### src/rtl/trig_pkg.sv
package trig_pkg;
  typedef enum logic [1:0] {
    ST_IDLE  = 2'd0,
    ST_ARMED = 2'd1,
    ST_DELAY = 2'd2,
    ST_HOLD  = 2'd3
  } trig_state_t;
endpackage

### src/rtl/trig_sync.sv
// Multi-stage synchronizer for a bundle of asynchronous lines.
module trig_sync #(
  parameter int W      = 5,
  parameter int STAGES = 2
) (
  input  logic         clk,
  input  logic         rst,
  input  logic [W-1:0] async_i,
  output logic [W-1:0] sync_o
);
  logic [W-1:0] stg [STAGES];

  always_ff @(posedge clk) begin
    if (rst) stg[0] <= '0;
    else     stg[0] <= async_i;
  end

  for (genvar s = 1; s < STAGES; s++) begin : g_stage
    always_ff @(posedge clk) begin
      if (rst) stg[s] <= '0;
      else     stg[s] <= stg[s-1];
    end
  end

  assign sync_o = stg[STAGES-1];
endmodule

### src/rtl/trig_combine.sv
// Polarity, source selection, OR/coincidence combining and leading-edge detect.
module trig_combine #(
  parameter int NUM_CH = 4
) (
  input  logic              clk,
  input  logic              rst,
  input  logic              ext_s_i,
  input  logic [NUM_CH-1:0] disc_s_i,
  input  logic              falling_i,
  input  logic [NUM_CH-1:0] mask_i,
  input  logic              coinc_i,
  input  logic              ext_en_i,
  output logic              event_o
);
  logic [NUM_CH-1:0] ch_act;
  logic              ext_act;
  logic              ch_any;
  logic              ch_all;
  logic              ch_lvl;
  logic              lvl;
  logic              lvl_q;

  assign ch_act  = disc_s_i ^ {NUM_CH{falling_i}};
  assign ext_act = ext_s_i ^ falling_i;
  assign ch_any  = |(ch_act & mask_i);
  assign ch_all  = &(ch_act | ~mask_i);

  always_comb begin
    if (mask_i == '0)  ch_lvl = 1'b0;
    else if (coinc_i)  ch_lvl = ch_all;
    else               ch_lvl = ch_any;
  end

  assign lvl = ch_lvl | (ext_en_i & ext_act);

  always_ff @(posedge clk) begin
    if (rst) lvl_q <= 1'b0;
    else     lvl_q <= lvl;
  end

  assign event_o = lvl & ~lvl_q;
endmodule

### src/rtl/trig_seq.sv
// Arming, delay counting and holdoff sequencer.
module trig_seq
  import trig_pkg::*;
#(
  parameter int DLY_W = 16
) (
  input  logic             clk,
  input  logic             rst,
  input  logic             arm_i,
  input  logic             sw_trig_i,
  input  logic             event_i,
  input  logic [DLY_W-1:0] delay_i,
  output logic             stop_o,
  output logic             done_o,
  output logic             armed_o
);
  trig_state_t      state;
  logic [DLY_W-1:0] cnt;

  always_ff @(posedge clk) begin
    if (rst) begin
      state  <= ST_IDLE;
      cnt    <= '0;
      stop_o <= 1'b0;
    end else begin
      stop_o <= 1'b0;
      if (arm_i) begin
        state <= ST_ARMED;
        cnt   <= '0;
      end else if (sw_trig_i && state != ST_HOLD) begin
        stop_o <= 1'b1;
        state  <= ST_HOLD;
        cnt    <= '0;
      end else begin
        case (state)
          ST_ARMED: begin
            if (event_i) begin
              if (delay_i == '0) begin
                stop_o <= 1'b1;
                state  <= ST_HOLD;
              end else begin
                cnt   <= delay_i;
                state <= ST_DELAY;
              end
            end
          end
          ST_DELAY: begin
            if (cnt == DLY_W'(1)) begin
              stop_o <= 1'b1;
              state  <= ST_HOLD;
              cnt    <= '0;
            end else begin
              cnt <= cnt - DLY_W'(1);
            end
          end
          default: ;
        endcase
      end
    end
  end

  assign done_o  = (state == ST_HOLD);
  assign armed_o = (state == ST_ARMED) || (state == ST_DELAY);
endmodule

### src/rtl/acq_trigger_unit.sv
module acq_trigger_unit #(
  parameter int NUM_CH      = 4,
  parameter int CFG_W       = 16,
  parameter int DLY_W       = 16,
  parameter int SYNC_STAGES = 2
) (
  input  logic              clk,
  input  logic              rst,
  input  logic              arm_i,
  input  logic              sw_trig_i,
  input  logic              ext_trig_i,
  input  logic [NUM_CH-1:0] disc_i,
  input  logic [CFG_W-1:0]  cfg_i,
  input  logic              falling_i,
  input  logic [DLY_W-1:0]  delay_i,
  output logic              stop_o,
  output logic              done_o,
  output logic              armed_o
);
  localparam int COINC_BIT = NUM_CH;
  localparam int EXTEN_BIT = NUM_CH + 1;
  localparam int LINES     = NUM_CH + 1;

  logic [LINES-1:0]  raw_lines;
  logic [LINES-1:0]  sync_lines;
  logic              event_w;

  assign raw_lines = {ext_trig_i, disc_i};

  trig_sync #(.W(LINES), .STAGES(SYNC_STAGES)) u_sync (
    .clk     (clk),
    .rst     (rst),
    .async_i (raw_lines),
    .sync_o  (sync_lines)
  );

  trig_combine #(.NUM_CH(NUM_CH)) u_comb (
    .clk       (clk),
    .rst       (rst),
    .ext_s_i   (sync_lines[NUM_CH]),
    .disc_s_i  (sync_lines[NUM_CH-1:0]),
    .falling_i (falling_i),
    .mask_i    (cfg_i[NUM_CH-1:0]),
    .coinc_i   (cfg_i[COINC_BIT]),
    .ext_en_i  (cfg_i[EXTEN_BIT]),
    .event_o   (event_w)
  );

  trig_seq #(.DLY_W(DLY_W)) u_seq (
    .clk       (clk),
    .rst       (rst),
    .arm_i     (arm_i),
    .sw_trig_i (sw_trig_i),
    .event_i   (event_w),
    .delay_i   (delay_i),
    .stop_o    (stop_o),
    .done_o    (done_o),
    .armed_o   (armed_o)
  );
endmodule

### config.mk
export PLATFORM = sky130hd
export DESIGN_NAME = acq_trigger_unit
export DESIGN_NICKNAME = d
export VERILOG_FILES = /design/src/rtl/trig_pkg.sv /design/src/rtl/trig_sync.sv /design/src/rtl/trig_combine.sv /design/src/rtl/trig_seq.sv /design/src/rtl/acq_trigger_unit.sv
export SDC_FILE = /design/constraint.sdc
export NUM_CORES = 1
export LEC_CHECK = 0
export ABC_AREA = 1
export BUFFER_PORTS_ARGS = -buffer_cell sky130_fd_sc_hd__buf_2
export CORE_MARGIN = 1
export CORE_UTILIZATION = 48
export CTS_CLUSTER_SIZE = 30
export DETAILED_ROUTE_END_ITERATION = 8
export PLACE_DENSITY_LB_ADDON = 0.25
export SLEW_MARGIN = 20
export SYNTH_ARGS = -nofsm -noshare
export SYNTH_HDL_FRONTEND = slang
export SYNTH_SLANG_ARGS = --single-unit
### constraint.sdc
create_clock -name clk -period 1.6 [get_ports clk]
set_clock_uncertainty 0.1 [all_clocks]
set_input_delay 0.24 -clock clk [delete_from_list [all_inputs] [get_ports clk]]
set_output_delay 0.24 -clock clk [all_outputs]
set_load 0.01 [all_outputs]
======== Word level (Yosys, flattened, before mapping) ========
Memory sizes are Yosys's and may differ from the RTL's.
Cells that the tools add are included.
operators by class
  add/sub/neg operators ................... 1
  $mul .................................... 0
  div/mod/pow operators ................... 0
  magnitude comparators ................... 0
  eq/ne operators ......................... 11
  shift-type cells ........................ 0
  mux-type cells .......................... 22
  bitwise logic cells ..................... 11
  reduce and logical (&&, ||, !) cells .... 14
operator list
  operator                                                                number
  16-bit 2-to-1 mux                                                       3
  16-bit one-hot mux with 2 select lines                                  1
  16-bit by 1-bit equality test with 1-bit output, second input constant  1
  16-bit logical NOT                                                      1
  16-bit by 1-bit subtractor with 16-bit output, second input constant    1
  1-bit 2-to-1 mux                                                        11
  5-bit 2-to-1 mux                                                        2
  3-bit AND reduction                                                     3
  2-bit 2-to-1 mux                                                        3
  2-bit != test, second input constant                                    3
  4-bit bitwise AND                                                       1
  2-bit equality test, second input constant                              2
  4-bit logical NOT                                                       1
  4-bit by 2-bit != test with 1-bit output, second input constant         1
  4-bit by 3-bit != test with 1-bit output, second input constant         1
  4-bit inverter                                                          1
  4-bit OR                                                                1
  2-bit one-hot mux with 2 select lines                                   1
  4-bit AND reduction                                                     1
  4-bit nonzero test                                                      1
  4-bit OR reduction                                                      1
  4-bit XOR                                                               1
  3-bit by 1-bit != test with 1-bit output, second input constant         1
  3-bit by 2-bit != test with 1-bit output, second input constant         1
  other kinds (12)                                                        15
word-level totals
  register bits after elaboration ......... 20
  latch bits .............................. 0
  memory bits (writable) .................. 10
  memory bits (read-only) ................. 0
  input port bits ......................... 42
  output and inout port bits .............. 3
  logic and storage cells ................. 65
  memories ................................ 1
memories
  name        words  bits a word  read ports  clocked after memory_dff  write ports  line             RTL
  u_sync.stg  2      5            2           0                         2            trig_sync.sv:11  logic [W-1:0] stg [STAGES];

======== Logic depth before layout (Yosys ltp) ========
Gate-level depths: netlist (run 1).
An unclocked memory read counts as a cell.
  word-level depth ........................ 12
  mapped depth ............................ 16

======== Hierarchy ========
A second synthesis (run 1) with hierarchy kept.
second synthesis, totals
  cells, all modules ...................... 338
  area, all modules ....................... 2057.0 um^2
by module, submodules not included
  module        times used  cells each  area an instance (um^2)  sequential area each (um^2)
  trig_seq      1           263         1565.3                   380.4
  trig_sync     1           31          286.5                    200.2
  trig_combine  1           44          205.2                    20.0

======== Least setup slack after synthesis (run 1) ========
No wires, ideal clock.
  path type ............................... flip-flop to flip-flop
  start ................................... reg u_seq.state[0]
  end ..................................... reg u_seq.state[0]
  arrival ................................. 1.470 ns
  required time ........................... 1.385 ns
  slack ................................... -0.085 ns
  stages on the path, launching flop included .. 9
  path buffers ............................ 2
  cells stage by stage .................... dfxtp_1 > inv_1 > ha_1 > clkbuf_1 > inv_1 > clkbuf_1 > a21oi_1 > a21oi_1 > nor2_1
on the way
  word-level cells in the longest chain between the ends .. 4
  elaborated cells between the ends (all ways) .. 11
  those cells by class .................... eq/ne (5); mux (3); reduce/logical (3)
ends and longest elaborated chain
  element                                                                     line                            RTL
  start, declared                                                             trig_seq.sv:17                  trig_state_t state;
  start signal, assigned                                                      trig_seq.sv:22                  state <= ST_IDLE;
  start signal, assigned                                                      trig_seq.sv:28                  state <= ST_ARMED;
  start signal, assigned                                                      trig_seq.sv:32                  state <= ST_HOLD;
  2-bit equality test, or another cell as far along                           trig_seq.sv:35                  case (state)
  2-bit one-hot mux with 2 select lines or 1-bit logical AND (tied branches)  trig_seq.sv:35, trig_seq.sv:30
  2-bit 2-to-1 mux, or another cell as far along                              trig_seq.sv:30                  end else if (sw_trig_i && state != ST_HOLD) begin
  1-bit 2-to-1 mux or 3-bit AND reduction (tied branches)                     -
Several ways; a longest one is shown, not always the timed one.
A chain may end at the register's enable or synchronous reset.

======== Worst setup path after layout (run 1) ========
  start ................................... reg u_seq.cnt[1]
  end ..................................... reg u_seq.cnt[8]
on the way
  word-level cells in the longest chain between the ends .. 3
  elaborated cells between the ends (all ways) .. 4
  those cells by class .................... add/sub (1); eq/ne (1); mux (2)
ends and longest elaborated chain
  element                                                                                                           line                            RTL
  start, declared                                                                                                   trig_seq.sv:18                  logic [DLY_W-1:0] cnt;
  start signal, assigned                                                                                            trig_seq.sv:42                  cnt <= delay_i;
  start signal, assigned                                                                                            trig_seq.sv:53                  cnt <= cnt - DLY_W'(1);
  16-bit by 1-bit subtractor with 16-bit output or 16-bit by 1-bit equality test with 1-bit output (tied branches)  trig_seq.sv:53, trig_seq.sv:48
  16-bit 2-to-1 mux *                                                                                               trig_seq.sv:48                  if (cnt == DLY_W'(1)) begin
  16-bit one-hot mux with 2 select lines *                                                                          trig_seq.sv:35
Every way passes the cells marked *; elsewhere a longest branch is shown, timed or not.

==> qor.yml, run 1 <==
cells_and_area:
  synthToLayoutAreaGrowth_pct: 67.7
  fin_nets: 473
  instances_no_fill: 475
  layout-drive-gt1-share: 0.515
  fillers: 198
  diodes: 0
  final_area_um2: 3250
clock_tree:
  cts_buffers: 5
  htreeDepth: 2
  clock_sinks: 30
  cts-root-buf: "clkbuf_8"
  clockBufferDepth: 2
  worst_skew_pair.late_latency_ns: 0.30
  path_clk_slew_ns: 0.08
  cts_tree: "yes"
logic_synthesis:
  synth_seq_cells: 30
  synth_nets: 362
  syn-cell-area_um2: 1940
  netlist_instances: 315
  synth_mux_area_frac: 0
  synthDistinctLibCells: 27
  yosysWarningCount: 0
  synthXorXnorAreaFrac: 0.0451
  synth_compound_area_frac: 0.105
  synth_top_family_by_area: "simple AND/OR/NAND/NOR gates"
  synthAdderAreaFrac: 0.0322
  ys_seq_area_frac: 0.309
  yosys.area_share.simple: 0.391
  synth_area_per_cell_um2: 6.16
pwr:
  leakage_uw: 0.00164
  seqPwrFrac: 0.318
  vdd_drop_max_v: 0.000577
  combPwrFrac: 0.417
  switching_share: 0.364
  p_int_uw: 1620
  power_density_nw_per_um2: 782
  p_sw_uw: 926
  pwr-share-clk: 0.265
global_route:
  grt_usage: 0.287
  antenna_found_initial: 0
  grt-ovfl-total: 0
  grt_pass1_vias: 2256
  grt_pass1_wl_mm: 9.29
  grt_max_degree: 20
floorplanning:
  chipWidth_um: 65.6
  die-area_um2: 4300
  start_util: 0.515
  std_cell_rows: 22
  pin_count: 45
  die_y_um: 65.6
  core_um2: 3770
placement:
  port_buffers: 34
  placed_area_um2: 2540
  placed_cells: 444
  gp_congestion: 0.899
  place_hpwl_mm: 3.56
  dp_slack_ns: -0.343
setup_path:
  cp.arrival_ns: 1.94
  ff2ff_path_depth: 10
  crit_start: "u_seq.cnt[1]$_SDFFE_PP0P_"
  path_class: "reg2reg"
  r2r_slack_ns: -0.20
  cp.required_ns: 1.74
  critPathLaunchType: "register"
  timing.rr.end: "u_seq.cnt[8]$_SDFFE_PP0P_"
  worst_setup_path_end_kind: "register"
  timing.rr.start: "u_seq.cnt[1]$_SDFFE_PP0P_"
  cp-endpoint: "u_seq.cnt[8]$_SDFFE_PP0P_"
  crit_fanout: 5
sta:
  hold_slack_ns: 0.0581
  slew_headroom: 0.705
  maxSlewViolCount: 0
  tightest_slew_ns: 0.441
  fmax_mhz: 556
  min_period_ns: 1.80
  fin_ws_ns: -0.200
  rsz0062_at_grt: "true"
  finalSetupViolCount: 17
  final-hold-violation-count: 0
  totalNegativeSetupSlack_ns: -1.60
  fin_crit_sh: 1.12
route:
  routed-via-count: 2553
  firstDrtPassIters: 5
  ant_nets: 0
  wl_per_cell_um: 15.4
  vias_per_cell: 5.37
  wl_mm: 7.34
  drt-initial-drc-count: 122
  drc: 0
hold_path:
  hold_path.class: "in2reg"
flow_run:
  maxCapViolations: 0
outcome:
  status: "finished, violations left"
  failed_checks: "setup timing"
sequential cells by signal, indices dropped and copies added, names as in the netlist:
signal / flops
u_seq.cnt: 16
u_sync.stg: 10
u_seq.state: 2
u_comb.lvl_q: 1
u_seq.stop_o: 1
worst min-delay path by stage:
stage | from | to | slack (ns) | cells after the start
6_report | disc_i[3] | u_sync.stg[0][3]$_SDFF_PP0_ | 0.06 | 3
5_1_grt | disc_i[3] | u_sync.stg[0][3]$_SDFF_PP0_ | 0.08 | 3
4_1_cts | disc_i[2] | u_sync.stg[0][2]$_SDFF_PP0_ | 0.05 | 3
3_5_place_dp | u_sync.stg[0][1]$_SDFF_PP0_ | u_sync.stg[1][1]$_SDFF_PP0_ | 0.29 | 2
3_3_place_gp | u_sync.stg[0][2]$_SDFF_PP0_ | u_sync.stg[1][2]$_SDFF_PP0_ | 0.29 | 2
2_1_floorplan | rst | u_comb.lvl_q$_SDFF_PP0_ | 0.21 | 1
cell usage after synthesis:
cell type	count	area, um^2
inv_2	2	7.51
nand3b_1	2	15.0
a31oi_1	1	6.26
xnor2_1	2	17.5
nor2_1	70	263
ha_1	5	62.6
nor2_4	1	11.3
buf_6	3	33.8
inv_1	43	161
nor3_1	3	15.0
clkbuf_1	4	15.0
o21bai_1	1	7.51
a22oi_1	5	37.5
and3_1	1	6.26
or2_2	2	12.5
buf_2	2	10.0
nand2_1	69	259
o21ai_0	1	5.00
nand3_1	27	135
o21a_1	1	7.51
a21oi_1	21	105
dfxtp_1	30	601
o22ai_1	4	25.0
nand2_4	2	22.5
xor2_1	8	70.1
nand2_2	3	18.8
o21ai_1	2	10.0
layout by cell type (no fill, tap or decap), drive strengths merged, types with 4 or more instances in the layout:
cell type | Yosys | final
clkbuf | 4 | 7
inv | 45 | 45
a22oi | 5 | 5
dfxtp | 30 | 30
nand3 | 27 | 27
xor2 | 8 | 8
a21oi | 21 | 21
nor2 | 71 | 71
nand2 | 74 | 75
o22ai | 4 | 4
ha | 5 | 5
buf | 5 | 111
worst max-delay path, stage by stage, from the launching register on:
cell,delay [ns]
dfxtp_2,0.33
inv_4,0.06
buf_4,0.10
ha_2,0.20
nand2_4,0.10
nor2_1,0.19
xor2_1,0.28
a22oi_2,0.10
nand3_1,0.08
nand2_1,0.06
nor2_1,0.13
metrics by stage:
step / utilization / total power [uW]
after detailed placement: 0.675 / 1520
after CTS: 0.757 / 2280
after global routing: 0.863 / 2630
after global placement: 0.675 / 1500
after floorplan: - / 1270
final: 0.863 / 2550
power groups by stage:
stage | clock (uW) | sequential (uW) | combinational, uW
after floorplan | 0 | 820 | 452
after global placement | 0 | 816 | 684
after detailed placement | 0 | 816 | 699
after CTS | 669 | 802 | 810
after global routing | 691 | 813 | 1130
final | 674 | 810 | 1060
area by class of cell:
type	count	area, um^2	area share
Clock buffer	6	82.6	0.0254
Clock inverter	2	12.5	0.00384
Inverter	45	176	0.0542
Multi-Input combinational cell	232	1450	0.446
Sequential cell	30	623	0.191
Tap cell	48	60.1	0.0185
Timing Repair Buffer	112	848	0.261
metal layers:
layer  up-vias  global-route usage  part of all wire
li1       1206                   -                 -
met5         -                   0                 0
met4         0               0.139             0.038
met2       127               0.519              0.50
met3        40              0.0590             0.080
met1      1180               0.314              0.38
cell families after synthesis:
group / count (synthesis)
adders and majority gates: 5
buffers and inverters: 54
and+or+nand+nor: 180
DFF: 30
xor gates and xnor gates: 10
AOI/OAI and AO/OA: 36
repair_timing:
item                       CTS  global route
cloned                       1             2
setup buffers                7            13
setup endpoints to repair   17            19
pin swaps                   17            38
resized for setup           40            78
hold buffers                 0             0
(Power assumes the default switching activity.)
==> inputs of run 2 (changes only) <==
--- a/config.mk
+++ b/config.mk
@@ -11,7 +11,9 @@
 export CORE_UTILIZATION = 48
 export CTS_CLUSTER_SIZE = 30
 export DETAILED_ROUTE_END_ITERATION = 8
+export GPL_TIMING_DRIVEN = 0
 export PLACE_DENSITY_LB_ADDON = 0.25
+export SETUP_SLACK_MARGIN = 0.15
 export SLEW_MARGIN = 20
 export SYNTH_ARGS = -nofsm -noshare
 export SYNTH_HDL_FRONTEND = slang
==> qor.yml, run 2 (synthesis results as in run 1) <==
outcome:
  status: "finished, violations left"
  failed_checks: "setup timing"
clock_tree:
  cts_tree: "yes"
  clock_sinks: 30  # unchanged
  hold_buffers: 0  # unchanged
  path_clk_slew_ns: 0.07  # about the same
  cts-root-buf: "clkbuf_8"
  cts_buffers: 5  # unchanged
  htreeDepth: 2  # unchanged
  clockBufferDepth: 2  # unchanged
  worst_skew_pair.late_latency_ns: 0.29  # about the same
floorplanning:
  std_cell_rows: 22  # unchanged
  start_util: 0.515  # unchanged
  pin_count: 45  # unchanged
  chipWidth_um: 65.6  # unchanged
  die-area_um2: 4300  # unchanged
  core_um2: 3770  # unchanged
  die_y_um: 65.6  # unchanged
cells_and_area:
  regArea_um2: 656  # +5.2%
  layout_commonest_cell: "nand2_1"
  layout-drive-gt1-share: 0.476  # -0.0388
  final_area_um2: 3000  # -7.8%
  diodes: 0  # unchanged
  fin_nets: 428  # -9.5%
  largest_registers: "u_seq.cnt x16, u_sync.stg x10, u_seq.state x2"
  largest_reg_flops: 16  # unchanged
  fillers: 229  # +16%
  multi_input_area_um2: 1470  # +1.5%
  synthToLayoutAreaGrowth_pct: 54.6
  layout_common_cells: "nand2_1 (57), nor2_1 (51), buf_2 (34), inv_1 (29), buf_4 (18)"
  largest-register: "u_seq.cnt"
global_route:
  grt_usage: 0.274  # -0.0129
  grt-ovfl-total: 0  # unchanged
  antenna_found_initial: 0  # unchanged
  grt_pass1_wl_mm: 8.91  # -4.1%
  grt_pass1_vias: 2043  # -9.4%
  grt_max_degree: 11  # -45%
placement:
  dp_slack_ns: -0.188  # +0.155 ns
  place_hpwl_mm: 3.52  # -1.0%
  port_buffers: 34  # unchanged
  gp_congestion: 0.851  # -5.4%
  placed_area_um2: 2320  # -8.8%
route:
  firstDrtPassIters: 5  # unchanged
  drc: 0  # unchanged
  ant_nets: 0  # unchanged
  wl_per_cell_um: 15.4  # -0.51%
  routed-via-count: 2297  # -10%
  drt-initial-drc-count: 253  # +110%
  vias_per_cell: 5.34  # -0.61%
  wl_mm: 6.61  # -9.9%
sta:
  tightest_slew_ns: 0.415  # -0.0255 ns
  min_period_ns: 1.83  # +0.0265 ns
  fin_ws_ns: -0.226  # -0.0265 ns
  rsz0062_at_grt: "true"
  maxSlewViolCount: 0  # unchanged
  slew_headroom: 0.723  # +0.0177
  fmax_mhz: 548  # -1.5%
  totalNegativeSetupSlack_ns: -1.81  # -0.202 ns
  final-hold-violation-count: 0  # unchanged
  finalSetupViolCount: 18  # +1
  fin_crit_sh: 1.14  # +0.0166
setup_path:
  cp.arrival_ns: 1.96  # +0.02 ns
  path_cells: "nor2_2 -> nand2_1 -> nor3_1 -> nand2_1 -> a21oi_2 -> o21ai_2 -> nand2_1 -> nor2_1 -> nor2_1"
  crit_fanout: 4  # -1
  cpPeakStageDelay_ns: 0.37  # +0.04 ns
  cp.required_ns: 1.73  # about the same
  cp_slowest_cell: "dfxtp_4"
  path_class: "reg2reg"
  critPathLaunchType: "register"
  worst_setup_path_end_kind: "register"
  crit_top_cell: "nand2_1"
  ff2ff_path_depth: 9  # -1
flow_run:
  maxCapViolations: 0  # unchanged
hold_path:
  worstHoldPathCells: 3  # unchanged
  hold_path.class: "in2reg"
pwr:
  power_density_nw_per_um2: 827  # +5.7%
  leakage_uw: 0.00146  # -11%
  p_total_uw: 2480  # -2.6%
  vdd_drop_max_v: 0.000533  # -7.5%
==> run 2: repair_timing <==
action | 4_1_cts | 5_1_grt
buffers inserted | 13 | 9
pin swaps | 13 | 21
cloned | 1 | 2
resized for setup | 46 | 69
setup endpoints to repair | 19 | 20
==> run 2: critical path, delay by kind of cell (launching register included) <==
family | cells | cell delay, ns
AOI/OAI and AO/OA | 2 | 0.33
DFF | 1 | 0.37
and+or+nand+nor | 7 | 0.96
==> run 2: routing by layer <==
metal / global-route usage / vias up / part of all wire
li1: - / 1118 / -
met5: 0 / - / 0
met1: 0.327 / 1054 / 0.39
met3: 0.0556 / 30 / 0.059
met4: 0.120 / 0 / 0.046
met2: 0.469 / 95 / 0.50
==> run 2: area by class of cell <==
class | count | share of cell area
Inverter | 45 | 0.0621
Timing Repair Buffer | 59 | 0.139
Clock inverter | 1 | 0.00167
Buffer | 9 | 0.0388
Multi-Input combinational cell | 231 | 0.491
Tap cell | 48 | 0.0200
Sequential cell | 30 | 0.219
Clock buffer | 7 | 0.0288
==> run 2: final timing paths <==
path	startpoint	to	slack [ns]
max	u_seq.cnt[7]$_SDFFE_PP0P_	u_seq.cnt[15]$_SDFFE_PP0P_	-0.23
min	ext_trig_i	u_sync.stg[0][4]$_SDFF_PP0_	0.05
max reg2reg	u_seq.cnt[7]$_SDFFE_PP0P_	u_seq.cnt[15]$_SDFFE_PP0P_	-0.23
min reg2reg	u_sync.stg[0][4]$_SDFF_PP0_	u_sync.stg[1][4]$_SDFF_PP0_	0.31
==> run 2: stage by stage <==
step / util / cells / hold slack [ns]
CTS: 0.700 / 419 / 0.0524
floorplan: - / 315 / 0.209
global route: 0.796 / 430 / 0.0604
global placement: 0.616 / 397 / 0.290
finish: 0.796 / 430 / 0.0472
detailed placement: 0.616 / 397 / 0.296
==> run 2: power by group <==
| part | leakage (uW) | internal (uW) | switching (uW) |
|---|---|---|---|
| clock network | 0.0000482 | 347 | 302 |
| logic | 0.00116 | 463 | 548 |
| registers | 0.000258 | 777 | 44.6 |
